**config.mk**
```make
export PLATFORM = sky130hd
export DESIGN_NAME = hostdev_mailbox
export DESIGN_NICKNAME = d
export VERILOG_FILES = /design/src/rtl/hdmbx_pkg.sv /design/src/rtl/hdmbx_sync.sv /design/src/rtl/hdmbx_port.sv /design/src/rtl/hdmbx_regs.sv /design/src/rtl/hostdev_mailbox.sv
export SDC_FILE = /design/constraint.sdc
export NUM_CORES = 1
export LEC_CHECK = 0
export BUFFER_PORTS_ARGS = -buffer_cell sky130_fd_sc_hd__buf_2
export CAP_MARGIN = 0
export CORE_MARGIN = 4
export CORE_UTILIZATION = 45
export CTS_CLUSTER_DIAMETER = 100
export DETAILED_ROUTE_END_ITERATION = 10
export GPL_ROUTABILITY_DRIVEN = 0
export MAX_ROUTING_LAYER = met4
export PLACE_DENSITY = 0.71
export SLEW_MARGIN = 0
export SYNTH_ARGS = -nofsm -noshare
export SYNTH_HDL_FRONTEND = slang
export SYNTH_SLANG_ARGS = --single-unit
```
**constraint.sdc**
```tcl
create_clock -name clk_i -period 1.66 [get_ports clk_i]
set_input_delay 0.249 -clock clk_i [delete_from_list [all_inputs] [get_ports clk_i]]
set_output_delay 0.249 -clock clk_i [all_outputs]
set_load 0.02 [all_outputs]
```
**src/rtl/hdmbx_pkg.sv**
```systemverilog
package hdmbx_pkg;
   // Register offsets whose positions the read mux and write decode depend on
   localparam int OFS_STATUS = 0;
   localparam int OFS_FLAGS  = 1;
   localparam int OFS_SHARED = 2;
   localparam int OFS_IO     = 3;
   localparam int OFS_DIGIT0 = 4;

   // Reset value of the two status bits: {device hold, host owns memory}
   localparam logic [1:0] STATUS_RST = 2'b11;

   typedef struct packed {
      logic hold;
      logic host_mem;
   } status_t;
endpackage

```
**src/rtl/hdmbx_sync.sv**
```systemverilog
module hdmbx_sync #(
   parameter int W      = 8,
   parameter int STAGES = 2
) (
   input  logic         clk_i,
   input  logic         rst_i,
   input  logic [W-1:0] d_i,
   output logic [W-1:0] q_o
);
   if (STAGES < 2) begin : g_bad_stages
      $error("hdmbx_sync needs at least two stages");
   end
   if (W < 1) begin : g_bad_width
      $error("hdmbx_sync width must be positive");
   end

   logic [W-1:0] chain [STAGES];

   for (genvar s = 0; s < STAGES; s++) begin : g_stage
      always_ff @(posedge clk_i) begin
         if (rst_i) begin
            chain[s] <= '0;
         end else begin
            chain[s] <= (s == 0) ? d_i : chain[(s == 0) ? 0 : s - 1];
         end
      end
   end

   assign q_o = chain[STAGES-1];
endmodule

```
**src/rtl/hdmbx_port.sv**
```systemverilog
module hdmbx_port #(
   parameter int DW = 8
) (
   input  logic          clk_i,
   input  logic          rst_i,
   input  logic          cyc_i,
   input  logic          stb_i,
   input  logic          we_i,
   input  logic [DW-1:0] rd_val_i,
   output logic [DW-1:0] dat_o,
   output logic          ack_o,
   output logic          wr_go_o
);
   logic          ack_q;
   logic          start;
   logic [DW-1:0] rdat_q;

   // ack is gated by the live strobe so it falls as soon as stb does
   assign ack_o   = ack_q & cyc_i & stb_i;
   assign start   = cyc_i & stb_i & ~ack_o;
   assign wr_go_o = start & we_i;
   assign dat_o   = rdat_q;

   always_ff @(posedge clk_i) begin
      if (rst_i) begin
         ack_q  <= 1'b0;
         rdat_q <= '0;
      end else begin
         ack_q <= start;
         if (start) begin
            rdat_q <= rd_val_i;
         end
      end
   end
endmodule

```
**src/rtl/hdmbx_regs.sv**
```systemverilog
module hdmbx_regs
   import hdmbx_pkg::*;
#(
   parameter int DW   = 8,
   parameter int NDIG = 4,
   parameter int AW   = 3
) (
   input  logic              clk_i,
   input  logic              rst_i,
   input  logic              h_wr_i,
   input  logic [AW-1:0]     h_adr_i,
   input  logic [DW-1:0]     h_wd_i,
   input  logic              d_wr_i,
   input  logic [AW-1:0]     d_adr_i,
   input  logic [DW-1:0]     d_wd_i,
   input  logic [DW-1:0]     sw_sync_i,
   input  status_t           status_nxt_i,
   output status_t           status_o,
   output logic [DW-1:0]     flags_o,
   output logic [DW-1:0]     led_o,
   output logic [NDIG*DW-1:0] digit_o,
   output logic [DW-1:0]     h_rval_o,
   output logic [DW-1:0]     d_rval_o
);
   localparam int NREG = OFS_DIGIT0 + NDIG;

   status_t       status_q;
   logic [DW-1:0] flags_q;
   logic [DW-1:0] store [OFS_SHARED:NREG-1];
   logic [DW-1:0] view  [NREG];
   logic [DW-1:0] set_mask;
   logic [DW-1:0] clr_mask;

   // Status bits follow their inputs; neither bus port can reach them
   always_ff @(posedge clk_i) begin
      if (rst_i) begin
         status_q <= status_t'(STATUS_RST);
      end else begin
         status_q <= status_nxt_i;
      end
   end

   // Flags: the host sets, the device clears, and a set beats a clear
   assign set_mask = (h_wr_i && h_adr_i == AW'(OFS_FLAGS)) ? h_wd_i : '0;
   assign clr_mask = (d_wr_i && d_adr_i == AW'(OFS_FLAGS)) ? d_wd_i : '0;

   always_ff @(posedge clk_i) begin
      if (rst_i) begin
         flags_q <= '0;
      end else begin
         flags_q <= (flags_q & ~clr_mask) | set_mask;
      end
   end

   // Plain read/write bytes; on a collision the host value is stored
   for (genvar i = OFS_SHARED; i < NREG; i++) begin : g_plain
      always_ff @(posedge clk_i) begin
         if (rst_i) begin
            store[i] <= '0;
         end else if (h_wr_i && h_adr_i == AW'(i)) begin
            store[i] <= h_wd_i;
         end else if (d_wr_i && d_adr_i == AW'(i)) begin
            store[i] <= d_wd_i;
         end
      end
   end

   // Read view: offset 3 reads the switches, not the LED byte
   assign view[OFS_STATUS] = {status_q.hold, status_q.host_mem, {(DW-2){1'b0}}};
   assign view[OFS_FLAGS]  = flags_q;
   for (genvar i = OFS_SHARED; i < NREG; i++) begin : g_view
      if (i == OFS_IO) begin : g_sw
         assign view[i] = sw_sync_i;
      end else begin : g_st
         assign view[i] = store[i];
      end
   end

   for (genvar n = 0; n < NDIG; n++) begin : g_digit
      assign digit_o[n*DW +: DW] = store[OFS_DIGIT0 + n];
   end

   assign h_rval_o = view[h_adr_i];
   assign d_rval_o = view[d_adr_i];
   assign status_o = status_q;
   assign flags_o  = flags_q;
   assign led_o    = store[OFS_IO];
endmodule

```
**src/rtl/hostdev_mailbox.sv**
```systemverilog
module hostdev_mailbox
   import hdmbx_pkg::*;
#(
   parameter int DW          = 8,
   parameter int NDIG        = 4,
   parameter int SYNC_STAGES = 2,
   localparam int AW         = $clog2(OFS_DIGIT0 + NDIG)
) (
   input  logic               clk_i,
   input  logic               rst_i,
   input  logic               hst_cyc_i,
   input  logic               hst_stb_i,
   input  logic               hst_we_i,
   input  logic [AW-1:0]      hst_adr_i,
   input  logic [DW-1:0]      hst_dat_i,
   output logic [DW-1:0]      hst_dat_o,
   output logic               hst_ack_o,
   input  logic               dev_cyc_i,
   input  logic               dev_stb_i,
   input  logic               dev_we_i,
   input  logic [AW-1:0]      dev_adr_i,
   input  logic [DW-1:0]      dev_dat_i,
   output logic [DW-1:0]      dev_dat_o,
   output logic               dev_ack_o,
   input  logic               ctl_hold_i,
   input  logic               ctl_host_mem_i,
   input  logic [DW-1:0]      sw_i,
   output logic               dev_hold_o,
   output logic               host_mem_o,
   output logic [DW-1:0]      irq_o,
   output logic [DW-1:0]      led_o,
   output logic [NDIG*DW-1:0] digit_o
);
   if (DW < 2) begin : g_bad_dw
      $error("hostdev_mailbox needs DW >= 2 for the status bits");
   end
   if (NDIG < 1) begin : g_bad_ndig
      $error("hostdev_mailbox needs at least one digit");
   end
   if ((OFS_DIGIT0 + NDIG) != (1 << AW)) begin : g_bad_map
      $error("register count must fill the address space");
   end

   logic          h_wr, d_wr;
   logic [DW-1:0] h_rval, d_rval, sw_sync;
   status_t       status;

   hdmbx_sync #(.W(DW), .STAGES(SYNC_STAGES)) u_sw_sync (
      .clk_i (clk_i),
      .rst_i (rst_i),
      .d_i   (sw_i),
      .q_o   (sw_sync)
   );

   hdmbx_port #(.DW(DW)) u_hst_port (
      .clk_i    (clk_i),
      .rst_i    (rst_i),
      .cyc_i    (hst_cyc_i),
      .stb_i    (hst_stb_i),
      .we_i     (hst_we_i),
      .rd_val_i (h_rval),
      .dat_o    (hst_dat_o),
      .ack_o    (hst_ack_o),
      .wr_go_o  (h_wr)
   );

   hdmbx_port #(.DW(DW)) u_dev_port (
      .clk_i    (clk_i),
      .rst_i    (rst_i),
      .cyc_i    (dev_cyc_i),
      .stb_i    (dev_stb_i),
      .we_i     (dev_we_i),
      .rd_val_i (d_rval),
      .dat_o    (dev_dat_o),
      .ack_o    (dev_ack_o),
      .wr_go_o  (d_wr)
   );

   hdmbx_regs #(.DW(DW), .NDIG(NDIG), .AW(AW)) u_regs (
      .clk_i        (clk_i),
      .rst_i        (rst_i),
      .h_wr_i       (h_wr),
      .h_adr_i      (hst_adr_i),
      .h_wd_i       (hst_dat_i),
      .d_wr_i       (d_wr),
      .d_adr_i      (dev_adr_i),
      .d_wd_i       (dev_dat_i),
      .sw_sync_i    (sw_sync),
      .status_nxt_i ('{hold: ctl_hold_i, host_mem: ctl_host_mem_i}),
      .status_o     (status),
      .flags_o      (irq_o),
      .led_o        (led_o),
      .digit_o      (digit_o),
      .h_rval_o     (h_rval),
      .d_rval_o     (d_rval)
   );

   assign dev_hold_o = status.hold;
   assign host_mem_o = status.host_mem;
endmodule

```
==> summary.txt <==
unrepaired setup endpoints after global routing - true
total grt overflow - 0
Port Buffers - 107
clk slew on worst S/H paths - 0.09 ns
yosys warns - 0
dpl ws - -0.2231 ns
CP max stage delay - 0.32 ns
largest cells by area after synthesis - edfxtp_1, dfxtp_1, a22o_1, mux4_2, buf_4
Hold Path Origin - ctl_hold_i
Area Overhead vs Synth - 21.63%
Post-synth top cells - a22o_1, edfxtp_1, dfxtp_1, buf_4, nand2_1
routed via count - 3905
worst-margin pin slew - 0.4996 ns
Crit path depth - 6
Num CTS Buffers - 9
Required @ worst endpoint - 1.78 ns
Setup crit start kind - register
CTS root buffer - clkbuf_8
Iteration-0 DRC Markers - 340
vias per cell - 6.017
Synthesized Nets - 441
Crit Path Class - register to register
Initial Utilization - 46.18%
worst reg-to-reg path cell count - 6
fin crit share - 99.93%
main flop type after synthesis - edfxtp_1
antenna violations before repair - 0
fin worst setup slack - 0.001206 ns
share of cells above drive strength 1 - 45.61%
Worst Path Arrival - 1.78 ns
first-pass GRT wire length - 22.10 mm
# rows - 37
die width - 110.9 µm
Fin Setup TNS - 0 ns
Syn Area/Cell - 11.89 µm²
CTS max path bufs - 2
final hold violation count - 0
CP max FO - 8
Net count, final - 548
fin area - 5798 µm²
cell mode on critical path - buf_4
cell-internal power - 0.003332 W
Cell Pwr Density - 802.2 nW/µm²
DP HPWL - 10.63 mm
register area - 2323 µm²
largest area contributor in the netlist - edfxtp_1
die height - 110.9 µm
Post-Syn Area - 4767 µm²
Multi-input gate area - 2131 µm²
Min-Delay Path Class - primary input to register
R2R setup slack - 0.001 ns
Buf/Inv on CP - 2
Ports - 108
drt drc - 0
hold depth - 2
Seq cells post-synth - 92
CP cell instances - nand4b_4 > buf_4 > nor3_4 > nor4_4 > buf_4 > a22o_1
Final Setup Violations - 0
maximum level of the CTS H-tree - 3
Mapped Cells - 401
latest clock arrival within the worst-skew pair - 0.37 ns
Post-synth ARST share - 0%
Max-cap violations - 0
reg2reg start - u_hst_port.ack_q
ant diodes - 0
FMAX - 602.8 MHz
hold buffer count at CTS - 0
status - completed
full die area - 12300 µm²
combinational power share - 16.5%
DR WL/cell - 22.00 µm
post-route clock skew - 0.008758 ns
post-layout util - 56.16%
Psw - 0.001320 W
CTS sink cnt - 92
largest net degree at the start of global routing - 19
VDD IR-drop max - 0.4132 mV
Setup crit end kind - register
Synth top area share - 30.24%
Top delay family on crit path - simple AND/OR/NAND/NOR gates
Reg power frac - 55.0%
fillcell total - 886
Clk pwr share - 28.5%
Initial DRT Pass Iterations - 5
Hold Path End - u_regs.status_o[1]
CORE AREA - 10320 µm²
Switching Share - 28.37%
max-slew violation count - 0
CP max-delay cell - dfxtp_1
LEAKAGE - 2.372 nW
reg2reg end - u_regs.store[0][53]
Post-synth EDFFs - 48
Synth cell types - 44
Slew Limit Headroom - 66.51%
Post-Route WL - 14.28 mm
vias in the first global route - 3873
register area share after synthesis - 48.71%
Final min period - 1.659 ns
Post-DP Area - 5435 µm²
Routed Antenna Nets - 0
TritonCTS clock tree - done
all-layer global routing usage - 23.91%
-- worst max-delay path by stage --
stage               slack, ns             start                  end
floorplan               -0.07  u_dev_port.ack_q  u_regs.store[0][56]
global placement        -0.18         dev_cyc_i  u_regs.store[0][26]
detailed placement      -0.22  u_dev_port.ack_q  u_regs.store[0][28]
CTS                    -0.005  u_hst_port.ack_q  u_regs.store[0][38]
global route            -0.03  u_hst_port.ack_q  u_regs.store[0][38]
finish                  0.001  u_hst_port.ack_q  u_regs.store[0][53]
-- per-stage QoR --
step,total power [W],hold WS (ns),cells
3_3_place_gp,0.003319,0.4303,625
2_1_floorplan,0.003041,0.3528,401
4_1_cts,0.004643,0.04741,647
5_1_grt,0.004829,0.05507,649
6_report,0.004651,0.06379,649
3_5_place_dp,0.003335,0.4234,625
-- cell type report --
type / instances / share of cell area [%]
repair buffers: 159 / 17.03
well taps: 136 / 2.935
multi-input cells: 241 / 36.75
clock buffers: 9 / 2.136
clock inverters: 7 / 0.7553
inverters: 5 / 0.3237
flip-flops and latches: 92 / 40.07
-- worst reg2reg max path: cells and delay by family, from the launching register on --
kind | cells | cell delay [ns]
AOI/OAI and AO/OA | 1 | 0.23
DFF | 1 | 0.32
and+or+nand+nor | 3 | 0.48
buffers and inverters | 2 | 0.39
-- kinds of logic after synthesis --
group | synth area share (%)
flops | 48.71
simple gates | 12.99
mux | 11.26
buf+inv | 8.898
compound gates | 18.14
-- per-layer routing --
metal  part of all wire, %  vias to the layer above  GRT usage (%)
met5                     0                        -              -
met3                   9.6                       33          5.131
met4                   3.4                        0          9.195
li1                      -                     1739              -
met1                    43                     1904          32.89
met2                    44                      229          34.71
-- power by group through the flow --
stage | Clock (W) | Sequential [W] | Combinational (W)
after floorplan | 0 | 0.00261 | 0.000434
after global placement | 0 | 0.00261 | 0.000714
after detailed placement | 0 | 0.00261 | 0.000727
after CTS | 0.00134 | 0.00256 | 0.000749
after global routing | 0.00145 | 0.00257 | 0.000811
final | 0.00133 | 0.00256 | 0.000767
-- sequential cells by signal, summed over array words and instances (netlist names) --
signal / flops
u_dev_port.ack_q: 1
u_regs.flags_o: 8
u_dev_port.dat_o: 8
u_regs.status_o: 2
u_hst_port.ack_q: 1
u_regs.store: 48
u_hst_port.dat_o: 8
u_sw_sync.chain: 16
-- cells in the final DEF, fill, tap and decap left out, types with 7 or more instances in the layout --
master | netlist | routed
buf_2 | 12 | 107
nand3_1 | 12 | 12
buf_4 | 41 | 45
o31ai_1 | 7 | 7
a22o_1 | 48 | 48
a32o_1 | 10 | 10
o21ai_0 | 14 | 14
nor2_1 | 12 | 10
nor2b_1 | 21 | 21
dfxtp_1 | 44 | 43
clkbuf_8 | 0 | 9
a221oi_1 | 11 | 11
mux4_2 | 14 | 14
edfxtp_1 | 48 | 48
nand2_1 | 23 | 23
mux2_2 | 17 | 17
-- timing repair --
| action | CTS | global route |
|---|---|---|
| setup buffers | 6 | 3 |
| gates resized for setup | 14 | 12 |
| endpoints found under the hold margin | 0 | 0 |
| endpoints found under the setup margin | 45 | 96 |
| pin swaps | 7 | 6 |
Power figures use the tool's default switching activity.
